`src/rtl/bsh_pkg.sv`:
```
// Shared definitions for the pipelined barrel shifter.
// Assumes the mode field is two bits wide; the value 2'b11 is reserved.
package bsh_pkg;

    typedef enum logic [1:0] {
        MODE_LOGIC = 2'b00,
        MODE_ARITH = 2'b01,
        MODE_ROT   = 2'b10,
        MODE_RSVD  = 2'b11
    } shift_mode_e;

endpackage

```
`src/rtl/bsh_bitrev.sv`:
```
// Optional bit-order mirror: q is d with its bit order reversed when en is
// high, and d unchanged otherwise. Purely combinational.
module bsh_bitrev #(
    parameter int WIDTH = 32
) (
    input  logic             en,
    input  logic [WIDTH-1:0] d,
    output logic [WIDTH-1:0] q
);

    logic [WIDTH-1:0] mirrored;

    // Wire each output bit to its mirror position.
    for (genvar i = 0; i < WIDTH; i++) begin : g_mir
        assign mirrored[i] = d[WIDTH-1-i];
    end

    // Select mirrored or straight order.
    assign q = en ? mirrored : d;

endmodule

```
`src/rtl/bsh_prep.sv`:
```
// Input recoding: turns every request into a rightward move.
// Left shifts are mirrored; left rotates become right rotates by the
// complementary distance. Assumes WIDTH is a power of two.
module bsh_prep
    import bsh_pkg::*;
#(
    parameter int WIDTH = 32,
    parameter int AMT_W = $clog2(WIDTH)
) (
    input  logic [WIDTH-1:0] in_data,
    input  logic [AMT_W-1:0] in_amt,
    input  logic             in_dir,
    input  logic [1:0]       in_mode,
    output logic [WIDTH-1:0] core_data,
    output logic [AMT_W-1:0] core_amt,
    output logic             core_fill,
    output logic             core_rot,
    output logic             core_rev
);

    logic is_rot;
    logic is_arith;
    logic [AMT_W-1:0] amt_cmpl;

    // Decode the mode field.
    assign is_rot   = (shift_mode_e'(in_mode) == MODE_ROT);
    assign is_arith = (shift_mode_e'(in_mode) == MODE_ARITH);

    // Complement distance modulo the word size for left rotates.
    assign amt_cmpl = '0 - in_amt;

    // Mirror only left shifts (rotates are handled by distance recoding).
    assign core_rev  = !in_dir && !is_rot;
    assign core_rot  = is_rot;
    assign core_fill = in_dir && is_arith && in_data[WIDTH-1];
    assign core_amt  = (is_rot && !in_dir) ? amt_cmpl : in_amt;

    bsh_bitrev #(.WIDTH(WIDTH)) u_in_mirror (
        .en (core_rev),
        .d  (in_data),
        .q  (core_data)
    );

endmodule

```
`src/rtl/bsh_ctrl_pipe.sv`:
```
// Control delay network: hands each stage the control bits of the operand
// it is currently holding. Distance bit b is consumed by stage AMT_W-1-b and
// is delayed that many clocks; fill and rotate flags are tapped per stage;
// the mirror flag is delayed through the whole pipeline. Assumes AMT_W >= 2.
module bsh_ctrl_pipe #(
    parameter int AMT_W = 5
) (
    input  logic             clk,
    input  logic [AMT_W-1:0] amt_in,
    input  logic             fill_in,
    input  logic             rot_in,
    input  logic             rev_in,
    output logic [AMT_W-1:0] sel_at,
    output logic [AMT_W-1:0] fill_at,
    output logic [AMT_W-1:0] rot_at,
    output logic             rev_out
);

    logic [AMT_W-2:0] fill_q;
    logic [AMT_W-2:0] rot_q;
    logic [AMT_W-1:0] rev_q;

    // Per-stage distance bit, delayed by the stage index.
    for (genvar s = 0; s < AMT_W; s++) begin : g_sel
        if (s == 0) begin : g_now
            assign sel_at[0] = amt_in[AMT_W-1];
        end else begin : g_late
            logic [s-1:0] dl;
            // Delay line for this distance bit.
            always_ff @(posedge clk) begin
                dl[0] <= amt_in[AMT_W-1-s];
                for (int j = 1; j < s; j++) dl[j] <= dl[j-1];
            end
            assign sel_at[s] = dl[s-1];
        end
    end

    // Fill, rotate and mirror flags advance one stage per clock.
    always_ff @(posedge clk) begin
        fill_q[0] <= fill_in;
        rot_q[0]  <= rot_in;
        rev_q[0]  <= rev_in;
        for (int k = 1; k < AMT_W-1; k++) begin
            fill_q[k] <= fill_q[k-1];
            rot_q[k]  <= rot_q[k-1];
        end
        for (int k = 1; k < AMT_W; k++) rev_q[k] <= rev_q[k-1];
    end

    assign fill_at = {fill_q, fill_in};
    assign rot_at  = {rot_q, rot_in};
    assign rev_out = rev_q[AMT_W-1];

endmodule

```
`src/rtl/bsh_layer.sv`:
```
// One multiplexer stage: conditionally moves the word SHIFT places toward
// bit 0, feeding vacated positions from the far end (rotate) or with the
// fill bit, then registers the result. Only the valid flag is reset.
module bsh_layer #(
    parameter int WIDTH = 32,
    parameter int SHIFT = 16
) (
    input  logic             clk,
    input  logic             rst_n,
    input  logic             v_in,
    input  logic [WIDTH-1:0] d_in,
    input  logic             sel,
    input  logic             fill,
    input  logic             rot,
    output logic             v_q,
    output logic [WIDTH-1:0] d_q
);

    logic [WIDTH-1:0] nxt;

    // Two-input multiplexer per bit position.
    for (genvar i = 0; i < WIDTH; i++) begin : g_bit
        if (i + SHIFT < WIDTH) begin : g_inside
            assign nxt[i] = sel ? d_in[i+SHIFT] : d_in[i];
        end else begin : g_edge
            assign nxt[i] = sel ? (rot ? d_in[i+SHIFT-WIDTH] : fill) : d_in[i];
        end
    end

    // Stage data register.
    always_ff @(posedge clk) begin
        d_q <= nxt;
    end

    // Stage valid register, cleared by reset.
    always_ff @(posedge clk) begin
        if (!rst_n) v_q <= 1'b0;
        else        v_q <= v_in;
    end

endmodule

```
`src/rtl/log_shift_pipe.sv`:
```
// Pipelined logarithmic barrel shifter, top level.
// Recodes the request into a rightward move, runs it through AMT_W
// registered multiplexer stages (weights WIDTH/2 down to 1) and undoes the
// input mirror on the way out. Latency is AMT_W clocks, throughput one
// operand per clock. Assumes DATA_W is a power of two, at least 4.
module log_shift_pipe #(
    parameter int DATA_W = 32,
    localparam int AMT_W = $clog2(DATA_W)
) (
    input  logic              clk,
    input  logic              rst_n,
    input  logic              in_valid,
    input  logic [DATA_W-1:0] in_data,
    input  logic [AMT_W-1:0]  in_amt,
    input  logic              in_dir,
    input  logic [1:0]        in_mode,
    output logic              out_valid,
    output logic [DATA_W-1:0] out_data
);

    logic [DATA_W-1:0] core_data;
    logic [AMT_W-1:0]  core_amt;
    logic              core_fill;
    logic              core_rot;
    logic              core_rev;

    logic [AMT_W-1:0]  sel_at;
    logic [AMT_W-1:0]  fill_at;
    logic [AMT_W-1:0]  rot_at;
    logic              rev_out;

    logic [DATA_W-1:0] stg_d [AMT_W+1];
    logic [AMT_W:0]    stg_v;

    bsh_prep #(.WIDTH(DATA_W), .AMT_W(AMT_W)) u_prep (
        .in_data   (in_data),
        .in_amt    (in_amt),
        .in_dir    (in_dir),
        .in_mode   (in_mode),
        .core_data (core_data),
        .core_amt  (core_amt),
        .core_fill (core_fill),
        .core_rot  (core_rot),
        .core_rev  (core_rev)
    );

    bsh_ctrl_pipe #(.AMT_W(AMT_W)) u_ctrl (
        .clk     (clk),
        .amt_in  (core_amt),
        .fill_in (core_fill),
        .rot_in  (core_rot),
        .rev_in  (core_rev),
        .sel_at  (sel_at),
        .fill_at (fill_at),
        .rot_at  (rot_at),
        .rev_out (rev_out)
    );

    assign stg_d[0] = core_data;
    assign stg_v[0] = in_valid;

    // Cascade of stages, largest weight first.
    for (genvar k = 0; k < AMT_W; k++) begin : g_stage
        bsh_layer #(.WIDTH(DATA_W), .SHIFT(1 << (AMT_W-1-k))) u_layer (
            .clk   (clk),
            .rst_n (rst_n),
            .v_in  (stg_v[k]),
            .d_in  (stg_d[k]),
            .sel   (sel_at[k]),
            .fill  (fill_at[k]),
            .rot   (rot_at[k]),
            .v_q   (stg_v[k+1]),
            .d_q   (stg_d[k+1])
        );
    end

    bsh_bitrev #(.WIDTH(DATA_W)) u_out_mirror (
        .en (rev_out),
        .d  (stg_d[AMT_W]),
        .q  (out_data)
    );

    assign out_valid = stg_v[AMT_W];

endmodule

```
`config.mk`:
```
export PLATFORM = sky130hd
export DESIGN_NAME = log_shift_pipe
export DESIGN_NICKNAME = d
export VERILOG_FILES = /design/src/rtl/bsh_pkg.sv /design/src/rtl/bsh_bitrev.sv /design/src/rtl/bsh_prep.sv /design/src/rtl/bsh_ctrl_pipe.sv /design/src/rtl/bsh_layer.sv /design/src/rtl/log_shift_pipe.sv
export SDC_FILE = /design/constraint.sdc
export NUM_CORES = 1
export LEC_CHECK = 0
export CORE_UTILIZATION = 40
export DETAILED_ROUTE_END_ITERATION = 10
export DONT_BUFFER_PORTS = 1
export PLACE_DENSITY = 0.6
export SYNTH_ARGS = -nofsm -noshare
export SYNTH_HDL_FRONTEND = slang
export SYNTH_HIERARCHICAL = 1
export SYNTH_SLANG_ARGS = --single-unit
```
`constraint.sdc`:
```
create_clock -name clk -period 2 [get_ports clk]
set_input_delay 0.2 -clock clk [delete_from_list [all_inputs] [get_ports clk]]
set_output_delay 0.2 -clock clk [all_outputs]
set_load 0.01 [all_outputs]
```
* Yosys cells after proc, flatten, opt, wreduce, memory -nomap -nowiden
Cells that the tools add are included.
Cells by class: $add $sub $neg 1, equal/unequal tests 2, muxes and demuxes 194, reduce and logical (&&, ||, !) cells 6
Operators with widths (count):
- $mux W1 | 191
- $mux W32 | 2
- $mux W5 | 1
- $sub A1 B5 Y5 const A | 1
- $logic_and A1 B1 Y1 | 4
- $eq A2 B1 Y1 const B | 1
- $eq A2 B2 Y1 const B | 1
- $logic_not A1 Y1 | 2
Word-level totals: bits of input ports 43, logic and storage cells 220, output and inout bits 33, register bits 188

* Depth between registers and ports, before layout
depth in word-level cells 6, gate-level depth with buffers 9, gate-level depth less buffers 6

* Hierarchy
Netlist, hierarchy kept.
Modules (own cells, without submodules):
- bsh_layer at g_stage[0].u_layer | instances 1, area an instance 1310.0 um^2, sequential area each 660.6 um^2, cells each 108
- bsh_layer at g_stage[4].u_layer | instances 1, area an instance 1211.2 um^2, sequential area each 660.6 um^2, cells each 72
- bsh_layer at g_stage[2].u_layer | instances 1, area an instance 1207.4 um^2, sequential area each 660.6 um^2, cells each 79
- bsh_layer at g_stage[3].u_layer | instances 1, area an instance 1202.4 um^2, sequential area each 660.6 um^2, cells each 74
- bsh_layer at g_stage[1].u_layer | instances 1, area an instance 1187.4 um^2, sequential area each 660.6 um^2, cells each 89
- bsh_bitrev | instances 2, area an instance 544.3 um^2, sequential area each 0.0 um^2, cells each 36
- bsh_ctrl_pipe | instances 1, area an instance 513.0 um^2, sequential area each 460.4 um^2, cells each 30
- bsh_prep | instances 1, area an instance 123.9 um^2, sequential area each 0.0 um^2, cells each 18

* Worst setup path after synthesis
No wires, ideal clock.
path kind input port to flip-flop, start input port in_dir, end register g_stage[0].u_layer.d_q[16], setup slack 369 ps, path buffers 3, stages 7, arrival time 1498 ps, path through or3b_1 -> a21oi_2 -> xor2_1 -> buf_4 -> buf_4 -> buf_4 -> a31oi_4
Between the ends: elaborated cells between the ends (all ways) 9, classes of those cells mux (4); reduce/logical (5)
RTL lines:
- from (decl) | RTL line log_shift_pipe.sv:15 | input logic in_dir,
- $logic_not A1 Y1 | RTL line bsh_prep.sv:36 | assign core_amt = (is_rot && !in_dir) ? amt_cmpl : in_amt;
- $logic_and A1 B1 Y1 | RTL line bsh_prep.sv:36
- $mux W5 | RTL line bsh_prep.sv:36
- named net core_amt[4] | RTL line log_shift_pipe.sv:22 | logic [AMT_W-1:0] core_amt;
- $mux W1 | RTL line bsh_layer.sv:26 | assign nxt[i] = sel ? (rot ? d_in[i+SHIFT-WIDTH] : fill) : d_in[i];
- named net g_stage[0].u_layer.nxt[16] | RTL line bsh_layer.sv:19 | logic [WIDTH-1:0] nxt;
- to (signal assigned) | RTL line bsh_layer.sv:32 | d_q <= nxt;
- to (decl) | RTL line bsh_layer.sv:16 | output logic [WIDTH-1:0] d_q
The timed path passes the listed nets, and every way through them passes these cells. A chain may end at the register's enable or synchronous reset.

* Final worst setup path
start input port in_amt[1], end register g_stage[0].u_layer.d_q[24]
Between the ends: word-level cells in the longest chain between the ends 3
Ends and longest elaborated chain:
- from (decl) | RTL line log_shift_pipe.sv:14 | input logic [AMT_W-1:0] in_amt,
- $sub A1 B5 Y5 | RTL line bsh_prep.sv:30 | assign amt_cmpl = '0 - in_amt;
- $mux W5 | RTL line bsh_prep.sv:36
- named net core_amt[4] | RTL line log_shift_pipe.sv:22
- $mux W1 | RTL line bsh_layer.sv:26
- named net g_stage[0].u_layer.nxt[24] | RTL line bsh_layer.sv:19
The timed path passes the listed nets, and every way through them passes these cells.

==> metrics <==
run status finished clean; DR iter-0 viols 98; PortBufs 0; DP Area 7780 µm²; Min-Delay Path Depth 2; CTS tree yes; CP startpoint kind input port; Levels on crit path 9; ratio of cells with drive above 1 in the final layout 47.4%; Synthesis Warnings 6; Post-Layout Inst Area 8430 µm²; Final Worst Setup Slack 229 ps; count of pins over their slew limit 0; die area 20200 µm²; WL final 11200 µm; Final nets 578; # rows 50; worst r2r src u_ctrl/g_sel[3].g_late.dl[2]; wire per inst 13.9 µm; H-tree depth 4; HP Start in_amt[1]; CP Data Arrival Time 2120 ps; Largest stage delay, worst path 530 ps; half-perimeter wire length after placement 8670 µm; Die X 142 µm; Seq cells post-synth 188; Slew headroom 66.0%; Tot GR Track Use 11.5%; Synth top area share 48.0%; ANT cells 0; max_cap viols 0; first-pass GRT wire length 17800 µm; vias in the first global route 3618; largest cells by area after synthesis dfxtp_1, mux2_4, mux2_2; CTS Buffer Depth 2; root buffer cell clkbuf_16; Peak VDD IR 0.639 mV; Worst-path clk slew 60 ps; final core occ 44.5%; Tmin final 1770 ps; CP startpoint in_amt[1]; Critical Path RT 2350 ps; initial antenna violation count 0; Worst path slowest cell dlygate4sd3_1; setup violators final 0; grt total ovfl 0; core area 19000 µm²; Synth area leader dfxtp_1; unrepaired setup endpoints after global routing false; area growth from synthesis to layout 7.47%; GP Congestion 0.755; Pwr Density 1160 nW/µm²; worst-margin pin slew 510 ps; WP buf/inv 4; setup tns final 0 ps; synth unique cells 29; via count of the routed design 3647; worst-path fanout max 43; CP delay by family, top buffers and inverters; clk_lat worst skew 420 ps; drt pass-1 iters 4; worst hold margin 17.7 ps; DRC Markers 0; total CTS buffers 17; Leak Pwr 3.55 nW; post-synthesis sequential area ratio 48.0%; Final ANT Viol Nets 0; Fill cells 1727; crit path cell chain dlygate4sd3_1, inv_1, ha_1, a21oi_2, xor2_4, buf_12, buf_4, nor2_1, a31oi_4; Worst setup EP type flop; largest net degree at the start of global routing 44; height of the die 142 µm; clock sink count 188; Final Hold Violating Endpoints 0; length in cells of the worst reg-to-reg path 2; DR vias/cell 4.52; IO Pins 76; Avg Inst Size Synth 14.5 µm²; Worst Clk Skew 7.11 ps; worst hold-check path type input port to flop; worst setup path class input port to flop; DP Worst Slack 174 ps; Starting Density 41.4%; Post-Synthesis Cells 542; Post-Syn Area 7840 µm²; Final period util 88.6%; syn_nets 586; fmax 565 MHz
## flip-flops by register name, summed over array words and instances (netlist names)
name and flops:
g_stage.u_layer/d_q 160, u_ctrl/g_sel.g_late.dl 10, g_stage.u_layer/v_q 5, u_ctrl/rev_q 5, u_ctrl/fill_q 4, u_ctrl/rot_q 4
## metal layers
layer | wire length [µm] | global-route usage, % | vias to the layer above
met5 | 0 | 0 | -
met4 | 179 | 5.43 | 0
met3 | 562 | 3.36 | 13
met2 | 5130 | 19.5 | 106
met1 | 5300 | 13.4 | 1683
li1 | - | - | 1845
## path summary, 6_finish.rpt
path	to	slack, ps
worst max-delay path	g_stage[0].u_layer/d_q[24]	230
worst min-delay path	u_ctrl/g_sel[1].g_late.dl	20
worst max register to register	g_stage[3].u_layer/d_q[1]	710
worst min register to register	u_ctrl/rev_q[4]	330
## stage by stage
stage	std cells	total power, mW
final	806	9.81
after global routing	806	10.3
after CTS	806	9.94
after detailed placement	767	6.74
after global placement	767	6.69
after floorplan	542	6.49
## final cells by class
cell class | instances | area (µm²) | area share, %
sequential | 188 | 3770 | 44.7
multi-input combinational | 308 | 3550 | 42.1
clock buffer | 19 | 443 | 5.25
tap | 260 | 325 | 3.86
timing repair buffer | 17 | 210 | 2.49
clock inverter | 12 | 128 | 1.51
inverter | 2 | 7.51 | 0.0891
## logic make-up (layout without fill, tap and decap cells)
group	count (synthesis)	after routing	share of synthesized area (%)
multiplexers	200	200	35.1
XOR/XNOR	3	3	0.335
AND/OR/NAND/NOR	70	70	4.00
adder cells (fa/ha/maj)	1	1	0.159
flip-flops	188	188	48.0
buffers and inverters	46	50	7.11
AO/OA/AOI/OAI	34	34	5.30
## synthesized netlist by cell type
| cell | n |
|---|---|
| dfxtp_1 | 188 |
| mux2_4 | 136 |
| mux2_2 | 57 |
| nor2_1 | 34 |
| nand2_1 | 25 |
| buf_6 | 15 |
| buf_12 | 14 |
| a31oi_4 | 11 |
| buf_4 | 11 |
| a21oi_1 | 7 |
| a31oi_2 | 7 |
| mux2i_1 | 7 |
| a31oi_1 | 6 |
| and2_1 | 5 |
| buf_2 | 2 |
| inv_1 | 2 |
| nand2b_4 | 2 |
| xor2_1 | 2 |
| a21oi_2 | 1 |
| and4b_2 | 1 |
| clkbuf_1 | 1 |
| clkbuf_2 | 1 |
| ha_1 | 1 |
| nor2b_1 | 1 |
| nor3b_1 | 1 |
| o21ai_0 | 1 |
| o31ai_1 | 1 |
| or3b_1 | 1 |
| xnor2_1 | 1 |
## cells in the final DEF (no fill, tap or decap)
| cell | count |
|---|---|
| ha_1 | 1 |
| clkbuf_1 | 1 |
| mux2_4 | 136 |
| mux2i_1 | 7 |
| a31oi_4 | 11 |
| buf_4 | 4 |
| o21ai_0 | 1 |
| nor3b_1 | 1 |
| a31oi_1 | 6 |
| bufinv_16 | 1 |
| nor2b_1 | 1 |
| inv_8 | 1 |
| dfxtp_2 | 3 |
| clkbuf_16 | 17 |
| clkbuf_8 | 1 |
| xnor2_1 | 1 |
| o31ai_1 | 1 |
| and4b_2 | 1 |
| mux2_2 | 57 |
| a21oi_2 | 1 |
| xor2_4 | 1 |
| a31oi_2 | 7 |
| clkinvlp_4 | 1 |
| or3b_1 | 1 |
| dfxtp_1 | 185 |
| and2_1 | 5 |
| clkinv_4 | 4 |
| nand2b_4 | 2 |
| inv_1 | 2 |
| nor2_4 | 1 |
| buf_12 | 5 |
| nand2_1 | 25 |
| dlygate4sd3_1 | 8 |
| nor2_1 | 33 |
| inv_6 | 5 |
| a21oi_1 | 7 |
| xor2_1 | 1 |
## repair_timing
item / CTS / global route
hold buffers: 8 / 0
setup buffers: 0 / 0
endpoints found under the hold margin: 9 / 0
gates resized for setup: 0 / 0
## worst reg2reg max path: cells and delay by family (launching register included)
kind / cells / cell delay (ps)
DFF: 1 / 570
muxes: 1 / 370
buffers and inverters: 1 / 250
## power by group
part | internal, mW | switching [mW] | total, mW
logic | 1.16 | 0.600 | 1.76
clock network | 1.78 | 1.40 | 3.17
registers | 4.46 | 0.409 | 4.87
Power figures use the tool's default switching activity.
